File: src/rtl/dith_pkg.sv
package dith_pkg;
  localparam int unsigned COL_W = 2;
  localparam int unsigned PHASES = 1 << COL_W;

  // Pattern slot used by a pixel: odd rows start half a period later.
  function automatic logic [COL_W-1:0] pattern_slot(input logic row_odd,
                                                   input logic [COL_W-1:0] col);
    return col ^ {row_odd, {(COL_W-1){1'b0}}};
  endfunction

  // Threshold of a slot expressed in eighths of full scale.
  function automatic int unsigned slot_eighths(input logic [COL_W-1:0] slot);
    case (slot)
      2'd0:    return 1;
      2'd1:    return 5;
      2'd2:    return 7;
      default: return 3;
    endcase
  endfunction
endpackage

File: src/rtl/dith_position.sv
module dith_position
  import dith_pkg::*;
(
  input  logic             clk,
  input  logic             rst_n,
  input  logic             accept,
  input  logic             sol,
  input  logic             sof,
  output logic             pos_row,
  output logic [COL_W-1:0] pos_col
);
  logic             row_q;
  logic [COL_W-1:0] next_col_q;

  always_comb begin
    if (sof) begin
      pos_row = 1'b0;
      pos_col = '0;
    end else if (sol) begin
      pos_row = ~row_q;
      pos_col = '0;
    end else begin
      pos_row = row_q;
      pos_col = next_col_q;
    end
  end

  always_ff @(posedge clk) begin
    if (!rst_n) begin
      row_q      <= 1'b0;
      next_col_q <= '0;
    end else if (accept) begin
      row_q      <= pos_row;
      next_col_q <= pos_col + 1'b1;
    end
  end
endmodule

File: src/rtl/dith_compare.sv
module dith_compare
  import dith_pkg::*;
#(
  parameter int unsigned PIX_W = 8
) (
  input  logic [PIX_W-1:0] pixel,
  input  logic             row_odd,
  input  logic [COL_W-1:0] col,
  output logic [PIX_W-1:0] threshold,
  output logic [PIX_W-1:0] result
);
  localparam int unsigned SHIFT = PIX_W - 3;

  always_comb begin
    threshold = PIX_W'(slot_eighths(pattern_slot(row_odd, col))) << SHIFT;
    result    = (pixel > threshold) ? {PIX_W{1'b1}} : {PIX_W{1'b0}};
  end
endmodule

File: src/rtl/dith_outstage.sv
module dith_outstage #(
  parameter int unsigned PIX_W = 8
) (
  input  logic             clk,
  input  logic             rst_n,
  input  logic             up_valid,
  output logic             up_ready,
  input  logic [PIX_W-1:0] up_data,
  output logic             dn_valid,
  input  logic             dn_ready,
  output logic [PIX_W-1:0] dn_data
);
  logic             full_q;
  logic [PIX_W-1:0] data_q;

  assign up_ready = ~full_q | dn_ready;
  assign dn_valid = full_q;
  assign dn_data  = data_q;

  always_ff @(posedge clk) begin
    if (!rst_n) begin
      full_q <= 1'b0;
      data_q <= '0;
    end else if (up_ready) begin
      full_q <= up_valid;
      if (up_valid) data_q <= up_data;
    end
  end
endmodule

File: src/rtl/dither_thresholder.sv
module dither_thresholder
  import dith_pkg::*;
#(
  parameter int unsigned PIX_W = 8
) (
  input  logic             clk,
  input  logic             rst_n,
  input  logic             in_valid,
  output logic             in_ready,
  input  logic [PIX_W-1:0] in_pixel,
  input  logic             in_sol,
  input  logic             in_sof,
  output logic             out_valid,
  input  logic             out_ready,
  output logic [PIX_W-1:0] out_pixel
);
  logic             accept;
  logic             pos_row;
  logic [COL_W-1:0] pos_col;
  logic [PIX_W-1:0] cur_threshold;
  logic [PIX_W-1:0] bin_pixel;

  assign accept = in_valid & in_ready;

  dith_position u_pos (
    .clk     (clk),
    .rst_n   (rst_n),
    .accept  (accept),
    .sol     (in_sol),
    .sof     (in_sof),
    .pos_row (pos_row),
    .pos_col (pos_col)
  );

  dith_compare #(.PIX_W(PIX_W)) u_cmp (
    .pixel     (in_pixel),
    .row_odd   (pos_row),
    .col       (pos_col),
    .threshold (cur_threshold),
    .result    (bin_pixel)
  );

  dith_outstage #(.PIX_W(PIX_W)) u_out (
    .clk      (clk),
    .rst_n    (rst_n),
    .up_valid (in_valid),
    .up_ready (in_ready),
    .up_data  (bin_pixel),
    .dn_valid (out_valid),
    .dn_ready (out_ready),
    .dn_data  (out_pixel)
  );
endmodule

File: config.mk
export PLATFORM = sky130hd
export DESIGN_NAME = dither_thresholder
export DESIGN_NICKNAME = d
export VERILOG_FILES = /design/src/rtl/dith_pkg.sv /design/src/rtl/dith_position.sv /design/src/rtl/dith_compare.sv /design/src/rtl/dith_outstage.sv /design/src/rtl/dither_thresholder.sv
export SDC_FILE = /design/constraint.sdc
export NUM_CORES = 1
export LEC_CHECK = 0
export BUFFER_PORTS_ARGS = -buffer_cell sky130_fd_sc_hd__buf_4
export CAP_MARGIN = 20
export CORE_MARGIN = 3
export CORE_UTILIZATION = 25
export CTS_CLUSTER_DIAMETER = 80
export DETAILED_ROUTE_END_ITERATION = 10
export GPL_ROUTABILITY_DRIVEN = 0
export PLACE_DENSITY = 0.5
export SLEW_MARGIN = 5
export SYNTH_ARGS = -nofsm -noshare
export SYNTH_HDL_FRONTEND = slang
export SYNTH_SLANG_ARGS = --single-unit
File: constraint.sdc
create_clock -name clk -period 1.6 [get_ports clk]
set_input_delay 0.16 -clock clk [delete_from_list [all_inputs] [get_ports clk]]
set_output_delay 0.16 -clock clk [all_outputs]
set_load 0.005 [all_outputs]
Yosys cells after proc, flatten, opt, wreduce, memory -nomap -nowiden
Index checks and enable logic that the tools add are counted.
{"block": "word_totals", "output_inout_bits": 10, "mem_bits_rw": 0, "in_bits": 14, "reg_bits": 12, "mem_count": 0, "romBits": 0, "latch_bits": 0}
{"block": "op_classes", "multipliers": 0, "n_mux": 6, "magnitude_cmp": 1, "n_eq_ne": 2, "reduce_logical": 2, "shift": 0, "addsub": 1, "bitwise_logic": 5, "n_div": 0}
{"cell": "case mux 3 bit (3 select lines)", "count": 1}
{"cell": "> comparator 8 bit", "count": 1}
{"cell": "two-way mux 8 bit", "count": 1}
{"cell": "two-way mux 2 bit", "count": 2}
{"cell": "adder 2 x 1 -> 2 bit (second input constant)", "count": 1}
{"cell": "equality test 2 x 1 -> 1 bit (second input constant)", "count": 1}
{"cell": "equality test 2 bit (second input constant)", "count": 1}
{"cell": "zero test 2 bit", "count": 1}
{"cell": "two-way mux 1 bit", "count": 2}
{"cell": "inverter 1 bit", "count": 2}
{"cell": "AND reduction 2 bit", "count": 1}
{"cell": "bitwise XOR 2 bit", "count": 1}
{"cell": "AND 1 bit", "count": 1}
{"cell": "bitwise OR 1 bit", "count": 1}

Longest topological paths before layout
{"block": "logic_depth", "word_depth": 8, "mapped_depth": 9, "depth_no_buf": 9}

Modules after synthesis
Synthesis repeated with hierarchy kept, for this count alone.
{"block": "unflattened", "hier_cells": 88, "hier_area_um2": 764.5}
{"module": "dith_outstage", "cells_each": 40, "seq_area_each_um2": 180.2, "area_per_inst_um2": 375.4, "n_inst": 1}
{"module": "dith_compare", "cells_each": 29, "seq_area_each_um2": 0.0, "area_per_inst_um2": 219.0, "n_inst": 1}
{"module": "dith_position", "cells_each": 18, "seq_area_each_um2": 60.1, "area_per_inst_um2": 163.9, "n_inst": 1}
{"module": "dither_thresholder", "cells_each": 1, "seq_area_each_um2": 0.0, "area_per_inst_um2": 6.3, "n_inst": 1}

Worst setup path after synthesis
OpenSTA, ideal clock, no wires.
{"block": "synth_timing", "path_kind": "register -> register", "start": "reg u_pos.next_col_q[1]", "end": "reg u_out.data_q[6], in the netlist u_out.dn_data[6]", "setup_slack_ps": -33, "arrival_time_ps": 1512, "path_stages_with_launch": 9, "cell_sequence": "dfxtp_1 nor2_1 xor2_1 nor2_1 ha_1 ha_1 nand4b_1 o2111ai_1 o22ai_1"}
{"block": "synth_via", "elab_chain_len": 7, "word_cells_on_any_way": 9}
{"element": "from (decl)", "line": "dith_position.sv:13", "source": "logic [COL_W-1:0] next_col_q;"}
{"element": "from (signal assigned)", "line": "dith_position.sv:34", "source": "next_col_q <= pos_col + 1'b1;"}
{"element": "two-way mux 2 bit *", "line": "dith_position.sv:19", "source": "end else if (sol) begin"}
{"element": "two-way mux 2 bit *", "line": "dith_position.sv:16", "source": "if (sof) begin"}
{"element": "bitwise XOR 2 bit *", "line": "dith_pkg.sv:8", "source": "return col ^ {row_odd, {(COL_W-1){1'b0}}};"}
{"element": "equality test 2 bit, or another cell as far along", "line": "dith_pkg.sv:13", "source": "case (slot)"}
{"element": "case mux 3 bit (3 select lines) *", "line": "dith_pkg.sv:13"}
{"element": "> comparator 8 bit *", "line": "dith_compare.sv:16", "source": "result = (pixel > threshold) ? {PIX_W{1'b1}} : {PIX_W{1'b0}};"}
{"element": "two-way mux 8 bit *", "line": "dith_compare.sv:16"}
{"element": "to (signal assigned)", "line": "dith_outstage.sv:26", "source": "if (up_valid) data_q <= up_data;"}
{"element": "to (decl)", "line": "dith_outstage.sv:14", "source": "logic [PIX_W-1:0] data_q;"}
Every way passes the cells marked *; elsewhere a longest branch is shown, timed or not.
A chain may end at the register's enable or synchronous reset.

Worst setup path after layout
Ends and elaborated chain as after synthesis.

==> results.toml <==
[cts]
clkTransAtPathRegs_ps = 40
clockBufferDepth = 2
postCtsSetupBuffers = 0
clk_latency_ps = 240
cts_max_level = 1
cts_buffers = 3
cts-root-buf = "clkbuf_4"
cts_tree = "built"
cts_sinks = 5
cts_hold_buf = 0

[floorplan]
io_pins = 24
die_w_um = 44.8
num_rows = 13
die_area_um2 = 2000
coreArea_um2 = 1350
fp.dieH_um = 44.8
start_util_pct = 27.8

[logic_synthesis]
synth_fa_ha_area_share_pct = 13.3
ys_types = 19
netlist.top_cell.by_area = "dfxtp_1"
ys.flop_type = "dfxtp_1"
syn-num-nets = 65
ys_seq_area_share_pct = 26.7
synth_compound_area_share_pct = 18.7
synth_edf_count = 0
synth_area_leaders = "dfxtp_1 (27%), buf_4 (14%), ha_1 (13%)"
netlist_instances = 47
synth_xor_area_share_pct = 2.33
synth_most_common_cell = "buf_4"
ys_ff_latch = 5
yosysWarnings = 0
synth_area_um2 = 375
synth.area.mux_share_pct = 0
synth_top_family_by_area = "simple AND/OR/NAND/NOR gates"
async_reset_ff_share_pct = 0
synth_area_per_cell_um2 = 7.99
yosysTopAreaCellShare_pct = 26.7
ys_top_cells_by_count = "buf_4 (7), nor2_1 (6), a21oi_1 (5), dfxtp_1 (5)"
yosys.area_share.simple_pct = 21.0

[routing]
antenna_left = 0
wl_um = 923
viasPerCell = 4.58
num_vias = 412
drtIter0Drc = 10
route.detailed.drc = 0
drt-wirelength-per-cell_um = 10.3
drt_pass1_iterations = 4

[global_routing]
grt_max_degree = 10
use_met2_pct = 16.0
gr-total-overflow = 0
grtUsageTotal_pct = 10.0
grt_util_met1_pct = 11.6
grt_pass1_vias = 385
grt_busiest_layer = "met2"
grt_antenna_before_repair = 0
grt_pass1_wl_um = 1470
grtUsageMet3_pct = 2.39

[pwr]
leakage_nw = 0.310
power_density_nw_per_um2 = 659
ir_drop_mv = 0.435
p_total_mw = 0.422

[sta]
fin_ws_ps = -123
worstMarginPinSlew_ps = 278
fmax_ghz = 0.580
final_hold_viol_count = 0
skew_ps = 6.34
period_minus_slack_ps = 1720
fin_crit_sh_pct = 108
hold_slack_ps = 225
rsz0062_at_grt = "yes"
slew_violations = 0
tns_ps = -123
setup_viol = 1
relSlewSlack_pct = 81.4

[placement]
pre_cts_ws_ps = -140
numPortBuffers = 23
dp.cells = 86
placed_cell_area_um2 = 574

[outcome]
outcome = "finished, violations left"
violations = "setup timing"

[layout]
fin_util_pct = 47.5
final_cells = 90
layout-drive-gt1-share_pct = 56.0
antenna_cells = 0
multi_input_area_um2 = 246
nFillCells = 124
final_nets = 94
area_growth_pct = 70.7
final_area_um2 = 641
seq_area_um2 = 101

[worst_setup_path]
end_kind = "flop"
cp_slowest_cell = "dfxtp_2"
crit_path_frequent_cell = "nor2_2"
worstPathRequired_ps = 1710
path_depth = 9
path_max_fanout = 2
arrival_ps = 1840
r2r-end = "u_out.dn_data[6]"
crit_start = "u_pos.next_col_q[1]"
r2r_cells = 9
path_class = "flop to flop"
critical_path.cell_chain = "nor2_2 > xor2_1 > nor2_2 > ha_2 > nor2_2 > ha_1 > a21o_1 > a21oi_2 > o22ai_1"
path_buf_inv = 0
start_kind = "flop"
setup.worst_path.end = "u_out.dn_data[6]"
r2r-start = "u_pos.next_col_q[1]"
path_delay_family = "adder cells"
r2r_slack_ps = -120
max_stage_delay_ps = 330

[min_path]
hp-class = "input pin to flop"

[job]
cap_violations = 0
==> layout by cell type, fill, tap and decap left out, drive strengths merged <==
master / Yosys / routed
a21oi: 5 / 5
nor2: 6 / 6
nor3: 1 / 1
nand4b: 1 / 1
inv: 4 / 4
nor2b: 2 / 2
or4: 1 / 1
ha: 4 / 4
nand4: 2 / 2
clkbuf: 0 / 4
xor2: 1 / 1
dfxtp: 5 / 5
buf: 7 / 31
a21o: 1 / 1
nand2: 1 / 1
o22ai: 1 / 1
a211oi: 1 / 1
and2: 1 / 1
o2111ai: 1 / 1
o31ai: 2 / 2
==> state kept, by name, indices dropped and copies added (netlist names) <==
signal            cells
u_out.dn_data         1
u_out.dn_valid        1
u_pos.next_col_q      2
u_pos.row_q           1
==> tightest hold or removal path, delay by kind of cell <==
family / cells / cell delay (ps)
compound gates: 1 / 110
buf+inv: 2 / 150
==> report_power, final <==
part,total [mW],internal (mW),switching [mW],leakage (nW)
Clock,0.141,0.0940,0.0470,0.0150
Sequential,0.141,0.133,0.00794,0.0417
Combinational,0.140,0.0865,0.0539,0.253
Total,0.422,0.314,0.109,0.310
==> worst min path at each step <==
stage	from	to	depth (start not counted)
2_1_floorplan	in_valid	u_pos.row_q	2
3_3_place_gp	rst_n	u_out.dn_data[6]	3
3_5_place_dp	rst_n	u_out.dn_data[6]	3
4_1_cts	rst_n	u_out.dn_data[6]	3
5_1_grt	rst_n	u_out.dn_data[6]	3
6_report	rst_n	u_pos.row_q	3
==> routing by layer <==
metal / part of all wire, % / vias up
met5: 0 / -
met2: 50 / 21
li1: - / 216
met1: 41 / 175
met4: 0 / 0
met3: 8.9 / 0
==> logic make-up after synthesis <==
logic type               count (synthesis)
buffers and inverters                   11
AO/OA/AOI/OAI                           11
adder cells (fa/ha/maj)                  4
XOR/XNOR                                 1
AND/OR/NAND/NOR                         15
flip-flops                               5
==> area by class of cell <==
class,instances,share of cell area (%)
Timing Repair Buffer,31,36.3
Multi-Input combinational cell,31,38.5
Tap cell,15,2.93
Clock buffer,4,4.10
Sequential cell,5,15.8
Inverter,4,2.34
==> timing repair <==
action	in CTS	in global routing
endpoints found under the setup margin	1	1
hold endpoints to repair	0	0
gates resized for setup	0	8
pin swaps	0	3
Power figures use the tool's default switching activity.
